`config.mk`:
```
export PLATFORM = sky130hd
export DESIGN_NAME = ciff3_dsm
export DESIGN_NICKNAME = d
export VERILOG_FILES = /design/src/rtl/ciff3_dsm_pkg.sv /design/src/rtl/ciff3_integ.sv /design/src/rtl/ciff3_ffsum.sv /design/src/rtl/ciff3_quant.sv /design/src/rtl/ciff3_dsm.sv
export SDC_FILE = /design/constraint.sdc
export NUM_CORES = 1
export LEC_CHECK = 0
export ABC_AREA = 1
export ABC_CLOCK_PERIOD_IN_PS = 5800
export CAP_MARGIN = 10
export CELL_PAD_IN_SITES_DETAIL_PLACEMENT = 1
export CELL_PAD_IN_SITES_GLOBAL_PLACEMENT = 1
export CORE_ASPECT_RATIO = 2
export CORE_MARGIN = 10
export CORE_UTILIZATION = 48
export CTS_BUF_LIST = sky130_fd_sc_hd__clkbuf_8 sky130_fd_sc_hd__clkbuf_16
export DETAILED_ROUTE_END_ITERATION = 6
export DONT_BUFFER_PORTS = 1
export PLACE_DENSITY = 0.85
export SLEW_MARGIN = 15
export SYNTH_ARGS = -nofsm -noshare
export SYNTH_HDL_FRONTEND = slang
export SYNTH_SLANG_ARGS = --single-unit
export TNS_END_PERCENT = 5
```
`constraint.sdc`:
```
create_clock -name clk -period 5.8 [get_ports clk]
set_input_delay 0.58 -clock clk [delete_from_list [all_inputs] [get_ports clk]]
set_output_delay 0.58 -clock clk [all_outputs]
set_load 0.1 [all_outputs]
```
`src/rtl/ciff3_dsm_pkg.sv`:
```
// Package: shared defaults and helpers for the third-order modulator.
// Assumes: values are two's complement, scaled by 2**FRAC_W.
package ciff3_dsm_pkg;

    localparam int DEF_FRAC_W = 20;   // fraction bits of the input word
    localparam int DEF_ACC_W  = 24;   // integrator state width
    localparam int DEF_SUM_W  = 26;   // summing node width
    localparam int DEF_Q_W    = 3;    // quantizer output width
    localparam int N_STAGES   = 3;    // loop order

    // Lowest level a signed width-w value can take.
    function automatic int lvl_min(input int w);
        return -(1 << (w - 1));
    endfunction

    // Highest level a signed width-w value can take.
    function automatic int lvl_max(input int w);
        return (1 << (w - 1)) - 1;
    endfunction

endpackage

```
`src/rtl/ciff3_integ.sv`:
```
// Module: one delaying integrator stage of the loop.
// Does: adds its increment to the stored state on every enabled edge.
// Assumes: the caller sizes W so that the state never wraps.
module ciff3_integ #(
    parameter int W = 24
) (
    input  logic                clk,
    input  logic                rst_n,
    input  logic                en,
    input  logic signed [W-1:0] inc,
    output logic signed [W-1:0] state
);

    // Accumulate on enable, clear on reset.
    always_ff @(posedge clk) begin
        if (!rst_n) begin
            state <= '0;
        end else if (en) begin
            state <= state + inc;
        end
    end

endmodule

```
`src/rtl/ciff3_ffsum.sv`:
```
// Module: distributed feedforward summing node.
// Does: node = 2*s1 + 1.5*s2 + 0.5*s3, using shifts and adds only.
// Assumes: SUM_W >= ACC_W + 2; halving floors toward minus infinity.
module ciff3_ffsum #(
    parameter int ACC_W = 24,
    parameter int SUM_W = 26
) (
    input  logic signed [ACC_W-1:0] s1,
    input  logic signed [ACC_W-1:0] s2,
    input  logic signed [ACC_W-1:0] s3,
    output logic signed [SUM_W-1:0] node
);

    localparam int EXT_W = SUM_W - ACC_W;

    logic signed [SUM_W-1:0] e1, e2, e3;
    logic signed [SUM_W-1:0] w1, w2, w3;

    // Sign-extend the integrator states to the node width.
    always_comb begin
        e1 = {{EXT_W{s1[ACC_W-1]}}, s1};
        e2 = {{EXT_W{s2[ACC_W-1]}}, s2};
        e3 = {{EXT_W{s3[ACC_W-1]}}, s3};
    end

    // Apply the weights: doubling, one and a half, and halving.
    always_comb begin
        w1 = e1 <<< 1;
        w2 = e2 + (e2 >>> 1);
        w3 = e3 >>> 1;
    end

    // Sum the weighted terms.
    always_comb begin
        node = w1 + w2 + w3;
    end

endmodule

```
`src/rtl/ciff3_quant.sv`:
```
// Module: multi-bit quantizer with feedback scaling.
// Does: floors the node to an integer, clips it to Q_W signed bits,
//       and returns the level rescaled to the integrator scale.
// Assumes: ACC_W > Q_W + FRAC_W and SUM_W > FRAC_W.
module ciff3_quant
    import ciff3_dsm_pkg::*;
#(
    parameter int FRAC_W = 20,
    parameter int ACC_W  = 24,
    parameter int SUM_W  = 26,
    parameter int Q_W    = 3
) (
    input  logic signed [SUM_W-1:0] node,
    output logic signed [Q_W-1:0]   level,
    output logic signed [ACC_W-1:0] fb
);

    localparam int FB_EXT = ACC_W - Q_W - FRAC_W;
    localparam logic signed [SUM_W-1:0] LO = SUM_W'(lvl_min(Q_W));
    localparam logic signed [SUM_W-1:0] HI = SUM_W'(lvl_max(Q_W));

    logic signed [SUM_W-1:0] ipart;

    // Floor: an arithmetic shift drops the fraction toward minus infinity.
    always_comb begin
        ipart = node >>> FRAC_W;
    end

    // Clip to the signed output range.
    always_comb begin
        if (ipart < LO) begin
            level = LO[Q_W-1:0];
        end else if (ipart > HI) begin
            level = HI[Q_W-1:0];
        end else begin
            level = ipart[Q_W-1:0];
        end
    end

    // Return the level on the integrator scale for the feedback path.
    always_comb begin
        fb = {{FB_EXT{level[Q_W-1]}}, level, {FRAC_W{1'b0}}};
    end

endmodule

```
`src/rtl/ciff3_dsm.sv`:
```
// Module: third-order single-loop delta-sigma modulator (top).
// Does: one step per enabled reference edge. The first integrator takes
//       input minus feedback, and each later one integrates its predecessor.
//       The weighted states are quantized and the result is registered.
// Assumes: frac_word is an unsigned fraction; synchronous active-low reset.
module ciff3_dsm
    import ciff3_dsm_pkg::*;
#(
    parameter int FRAC_W = DEF_FRAC_W,
    parameter int ACC_W  = DEF_ACC_W,
    parameter int SUM_W  = DEF_SUM_W,
    parameter int Q_W    = DEF_Q_W
) (
    input  logic                    clk,
    input  logic                    rst_n,
    input  logic                    en,
    input  logic [FRAC_W-1:0]       frac_word,
    output logic signed [Q_W-1:0]   mod_out,
    output logic                    mod_valid
);

    localparam int IN_EXT = ACC_W - FRAC_W;

    logic signed [ACC_W-1:0] stage_q  [N_STAGES];
    logic signed [ACC_W-1:0] stage_in [N_STAGES];
    logic signed [ACC_W-1:0] fb;
    logic signed [ACC_W-1:0] word_ext;
    logic signed [SUM_W-1:0] node;
    logic signed [Q_W-1:0]   level;

    // Zero-extend the unsigned fraction onto the signed integrator scale.
    always_comb begin
        word_ext = {{IN_EXT{1'b0}}, frac_word};
    end

    // Build the integrator chain; the head stage subtracts the feedback.
    for (genvar k = 0; k < N_STAGES; k++) begin : g_stage
        if (k == 0) begin : g_head
            assign stage_in[k] = word_ext - fb;
        end else begin : g_tail
            assign stage_in[k] = stage_q[k-1];
        end

        ciff3_integ #(.W(ACC_W)) u_integ (
            .clk   (clk),
            .rst_n (rst_n),
            .en    (en),
            .inc   (stage_in[k]),
            .state (stage_q[k])
        );
    end

    ciff3_ffsum #(.ACC_W(ACC_W), .SUM_W(SUM_W)) u_ffsum (
        .s1   (stage_q[0]),
        .s2   (stage_q[1]),
        .s3   (stage_q[2]),
        .node (node)
    );

    ciff3_quant #(
        .FRAC_W (FRAC_W),
        .ACC_W  (ACC_W),
        .SUM_W  (SUM_W),
        .Q_W    (Q_W)
    ) u_quant (
        .node  (node),
        .level (level),
        .fb    (fb)
    );

    // Register the sample and strobe it once per enabled step.
    always_ff @(posedge clk) begin
        if (!rst_n) begin
            mod_out   <= '0;
            mod_valid <= 1'b0;
        end else begin
            mod_valid <= en;
            if (en) begin
                mod_out <= level;
            end
        end
    end

endmodule

```
== Word-level counts from Yosys, hierarchy flattened ==
Index checks and enable logic that the tools add are counted.

* Logic and storage cells: 16
* Output and inout port bits: 4
* Bits in registers: 76

* $lt $le $gt $ge: 2
* $add $sub $neg: 7
* Multiplexer cells: 2

{| class="wikitable"
|+ Operators by type and width
! operator !! count
|-
| adder 24 bit || 3
|-
| adder 25 x 25 -> 26 bit || 1
|-
| adder 26 x 23 -> 26 bit || 1
|-
| adder 24 x 23 -> 25 bit || 1
|-
| subtractor 21 x 23 -> 24 bit || 1
|-
| greater-than comparator 6 x 3 -> 1 bit, second input constant || 1
|-
| less-than comparator 6 x 3 -> 1 bit, second input constant || 1
|-
| 2-to-1 mux 3 bit || 2
|}

== Longest topological paths before layout ==
* Word-level depth: 8
* Depth in mapped cells: 32
* Mapped depth without buffers: 32

== Hierarchy ==
From an unflattened synthesis, not the netlist that was laid out.

* Cells, all modules: 2384
* Area, all modules: 13110.1 sq um

{| class="wikitable"
|+ Modules (own cells, without submodules)
! module !! instances !! area each (sq um) !! cells each
|-
| ciff3_integ (g_stage[1].u_integ ...) || 2 || 2598.7 || 479
|-
| ciff3_ffsum || 1 || 3128.0 || 521
|-
| ciff3_integ (g_stage[0].u_integ) || 1 || 2666.3 || 484
|-
| ciff3_dsm || 1 || 1888.1 || 384
|-
| ciff3_quant || 1 || 230.2 || 37
|}

== Least setup slack after synthesis ==
No wires, ideal clock.

* Path type: flip-flop to flip-flop
* Start point: reg g_stage[1].u_integ.state[20]
* End point: reg g_stage[0].u_integ.state[23]
* Path slack: 1.461 ns
* Period minus slack after synthesis: 4.339 ns
* Stages on the path, launching flop included: 27
* Library setup time: 0.109 ns
* Buffers on the path: 0
* Arrival time: 4.229 ns
* Data required time: 5.691 ns
* Cell sequence: dfxtp_1 > inv_1 > fa_1 > fa_1 > inv_1 > ha_1 > a21oi_1 > o21ai_1 > nand2_1 > nand2_1 > a21oi_2 > nand3_1 > nand2_2 > inv_1 > nand2_2 > nand2_2 > ha_1 > ha_1 > nand2_1 > nor3_1 > nand2_1 > or2_1 > nand3_1 > nand3b_1 > nand3_1 > nand2_1 > inv_1

* Longest elaborated chain between the ends: 8
* Elaborated cells between the ends (all ways): 9
* Classes of those cells: add/sub (5); order compare (2); mux (2)

{| class="wikitable"
|+ RTL lines
! item !! line !! RTL
|-
| start: declaration || ciff3_integ.sv:11 || <nowiki>output logic signed [W-1:0] state</nowiki>
|-
| start signal: assignment || ciff3_integ.sv:19 || <nowiki>state <= state + inc;</nowiki>
|-
| adder 24 x 23 -> 25 bit (*) || ciff3_ffsum.sv:29 || <nowiki>w2 = e2 + (e2 >>> 1);</nowiki>
|-
| adder 25 x 25 -> 26 bit (*) || ciff3_ffsum.sv:35 || <nowiki>node = w1 + w2 + w3;</nowiki>
|-
| adder 26 x 23 -> 26 bit (*) || ciff3_ffsum.sv:35 ||
|-
| greater-than comparator 6 x 3 -> 1 bit || ciff3_quant.sv:33 || <nowiki>end else if (ipart > HI) begin</nowiki>
|-
| 2-to-1 mux 3 bit || ciff3_quant.sv:33 ||
|-
| 2-to-1 mux 3 bit (*) || ciff3_quant.sv:31 || <nowiki>if (ipart < LO) begin</nowiki>
|-
| subtractor 21 x 23 -> 24 bit (*) || ciff3_dsm.sv:39 || <nowiki>assign stage_in[k] = word_ext - fb;</nowiki>
|-
| adder 24 bit (*) || ciff3_integ.sv:19 ||
|-
| end signal: assignment || ciff3_integ.sv:19 ||
|-
| end: declaration || ciff3_integ.sv:11 ||
|}

Every way passes the cells marked *; elsewhere a longest branch is shown, timed or not.
A chain may end at the register's enable or synchronous reset.

== Final worst setup path ==
Ends and elaborated chain as after synthesis.

==> results.sh <==
export IMPL_place_congestion=0.949
export IMPL_drc=0
export IMPL_drtAntennaViolNets=0
export IMPL_gr_total_overflow=0
export IMPL_rsz0062_at_grt="false"
export IMPL_crit_top_cell="nand2_1"
export IMPL_die_width_microns=121
export IMPL_status="completed"
export IMPL_fillerInstances=2778
export IMPL_post_route_period_util_pct=90.3
export IMPL_initial_core_util_pct=48.9
export IMPL_avgRoutedWirePerCell_microns=20.0
export IMPL_ctsResizeCount=0
export IMPL_antenna_found_initial=0
export IMPL_synthDistinctLibCells=45
export IMPL_cpLargestDelayFamily="adder cells"
export IMPL_synth_edff_count=0
export IMPL_setup_viol_count_final=0
export IMPL_async_flop_share_pct=0
export IMPL_clk_latency_ps=360
export IMPL_start_kind="flop"
export IMPL_skew_ps=7.35
export IMPL_synth_area_sq_um=9740
export IMPL_fp_row_count=73
export IMPL_worstHoldPathCells=1
export IMPL_cpPeakStageDelay_ps=510
export IMPL_tritoncts="yes"
export IMPL_antenna_cells=0
export IMPL_grt_pass1_wl_microns=55500
export IMPL_reg2reg_depth=26
export IMPL_cts_root_buf="clkbuf_16"
export IMPL_yosysSeqAreaShare_pct=15.6
export IMPL_dpl_cell_area_sq_um=9980
export IMPL_core_sq_um=19900
export IMPL_cts_sinks=76
export IMPL_arrival_ps=5490
export IMPL_ys_dominant_reg_cell="dfxtp_1"
export IMPL_total_power_uw=4680
export IMPL_area_growth_pct=6.39
export IMPL_maxCapViolations=0
export IMPL_grt_max_degree=84
export IMPL_clockBufferDepth=2
export IMPL_setup_tns_ps=0
export IMPL_grt_usage_pct=26.3
export IMPL_worst_pin_slew_ps=1020
export IMPL_final_area_sq_um=10400
export IMPL_ys_warnings_count=0
export IMPL_slowest_stage="fa_1"
export IMPL_final_util_pct=52.0
export IMPL_grt_pass1_vias=11000
export IMPL_finalWirelength_microns=34600
export IMPL_syn_nets=1663
export IMPL_clk_pin_slew_ps=60
export IMPL_vias=9847
export IMPL_firstDrtPassIters=4
export IMPL_numPortBuffers=0
export IMPL_fin_cells=1731
export IMPL_drt_iter0_markers=458
export IMPL_hold_violations=0
export IMPL_cp_num_cells=26
export IMPL_ys_seq_elements=76
export IMPL_cts_setup_buffers=0
export IMPL_max_freq_mhz=191
export IMPL_cp_end_kind="flop"
export IMPL_synthCells=1475
export IMPL_timing_slew_headroom_pct=31.9
export IMPL_critPathBufInv=3
export IMPL_synth_avg_cell_area_sq_um=6.60
export IMPL_cts_buffers=9
export IMPL_htree_levels=3
export IMPL_die_height_microns=221
export IMPL_nNetsFinal=1652
export IMPL_ir_drop_uv=424
export IMPL_hold_class="in2reg"
export IMPL_p_leak_uw=0.00566
export IMPL_viasPerCell=5.69
export IMPL_ioPinCount=27
export IMPL_pwr_density_cell_nw_per_um2=452
export IMPL_maxSlewViolCount=0
export IMPL_worstSetupPathType="reg2reg"
export IMPL_drive_gt1_share_pct=5.04
export IMPL_hold_buffers=0
export IMPL_required_ps=6060
export IMPL_hpwlAfterDp_microns=28500
export IMPL_dieArea_sq_um=26700
export IMPL_min_period_ps=5240
export IMPL_dp_cells=1715
export IMPL_crit_path_max_fanout=6
==> layer usage <==
metal  up-vias  wire length (microns)  global-route usage, %
met1      4820                  12100                   23.9
met5         -                      0                      0
met3       131                    734                   2.81
met2       193                  19000                   50.7
met4         0                   2730                   19.5
li1       4703                      -                      -
==> cell usage in the layout (no fill, tap or decap), types with 12 or more instances in the layout <==
master,count
inv_2,12
o211ai_1,25
nand4_1,22
o21ai_0,65
fa_1,46
nand2_2,13
nor2_1,89
a21oi_1,135
dfxtp_1,76
nand3_1,87
nor3_1,17
nand2_1,247
inv_1,348
xor2_1,21
o21ai_1,29
xnor2_1,14
ha_1,119
==> Yosys cell counts, types with 7 or more instances <==
library cell,count,area [sq um]
a21o_1,11,82.6
a21oi_1,135,676
a21oi_2,7,61.3
a31o_1,7,61.3
clkbuf_1,22,82.6
dfxtp_1,76,1520
fa_1,46,921
ha_1,119,1490
inv_1,349,1310
inv_2,11,41.3
nand2_1,247,927
nand2_2,13,81.3
nand3_1,87,435
nand4_1,22,138
nor2_1,89,334
nor3_1,17,85.1
o211ai_1,25,188
o21ai_0,65,325
o21ai_1,29,145
xnor2_1,14,123
xor2_1,21,184
==> state kept, by name, summed over array words and instances, names as in the netlist <==
| signal | cells |
|---|---|
| mod_out | 3 |
| mod_valid | 1 |
| g_stage.u_integ.state | 72 |
==> final timing paths <==
path                                                                 from                                   endpoint  slack [ps]
worst min-delay path                                                   en   g_stage[2].u_integ.state[1]$_SDFFE_PN0P_         310
worst max register to register  g_stage[1].u_integ.state[20]$_SDFFE_PN0P_  g_stage[0].u_integ.state[23]$_SDFFE_PN0P_         560
worst max-delay path            g_stage[1].u_integ.state[20]$_SDFFE_PN0P_  g_stage[0].u_integ.state[23]$_SDFFE_PN0P_         560
worst min register to register   g_stage[2].u_integ.state[0]$_SDFFE_PN0P_   g_stage[2].u_integ.state[0]$_SDFFE_PN0P_         510
==> power breakdown <==
part	switching [uW]	leakage [uW]	internal [uW]
Sequential	169	0.000631	615
Clock	252	0.000175	476
Combinational	2060	0.00486	1110
Total	2480	0.00566	2200
==> kinds of logic after synthesis <==
family          share of synthesized area (%)
compound gates                           19.0
xor+xnor                                 3.15
fa+ha+maj                                24.8
buf+inv                                  14.9
flops                                    15.6
simple gates                             22.6
==> layout make-up <==
type	count	area [sq um]	share of cell area [%]
clock inverter	6	135	1.30
timing repair buffer	2	15.0	0.145
tap	262	328	3.17
multi-input combinational	1013	6760	65.3
inverter	362	1360	13.1
clock buffer	10	239	2.31
sequential	76	1520	14.7
==> metrics by stage <==
| step | worst slack (ps) | hold slack (ps) |
|---|---|---|
| 3_5_place_dp | 679 | 495 |
| 3_3_place_gp | 841 | 481 |
| 6_report | 563 | 311 |
| 4_1_cts | 606 | 303 |
| 2_1_floorplan | 1460 | 467 |
| 5_1_grt | 116 | 309 |
Note: power is estimated with default switching activity, not from simulation.
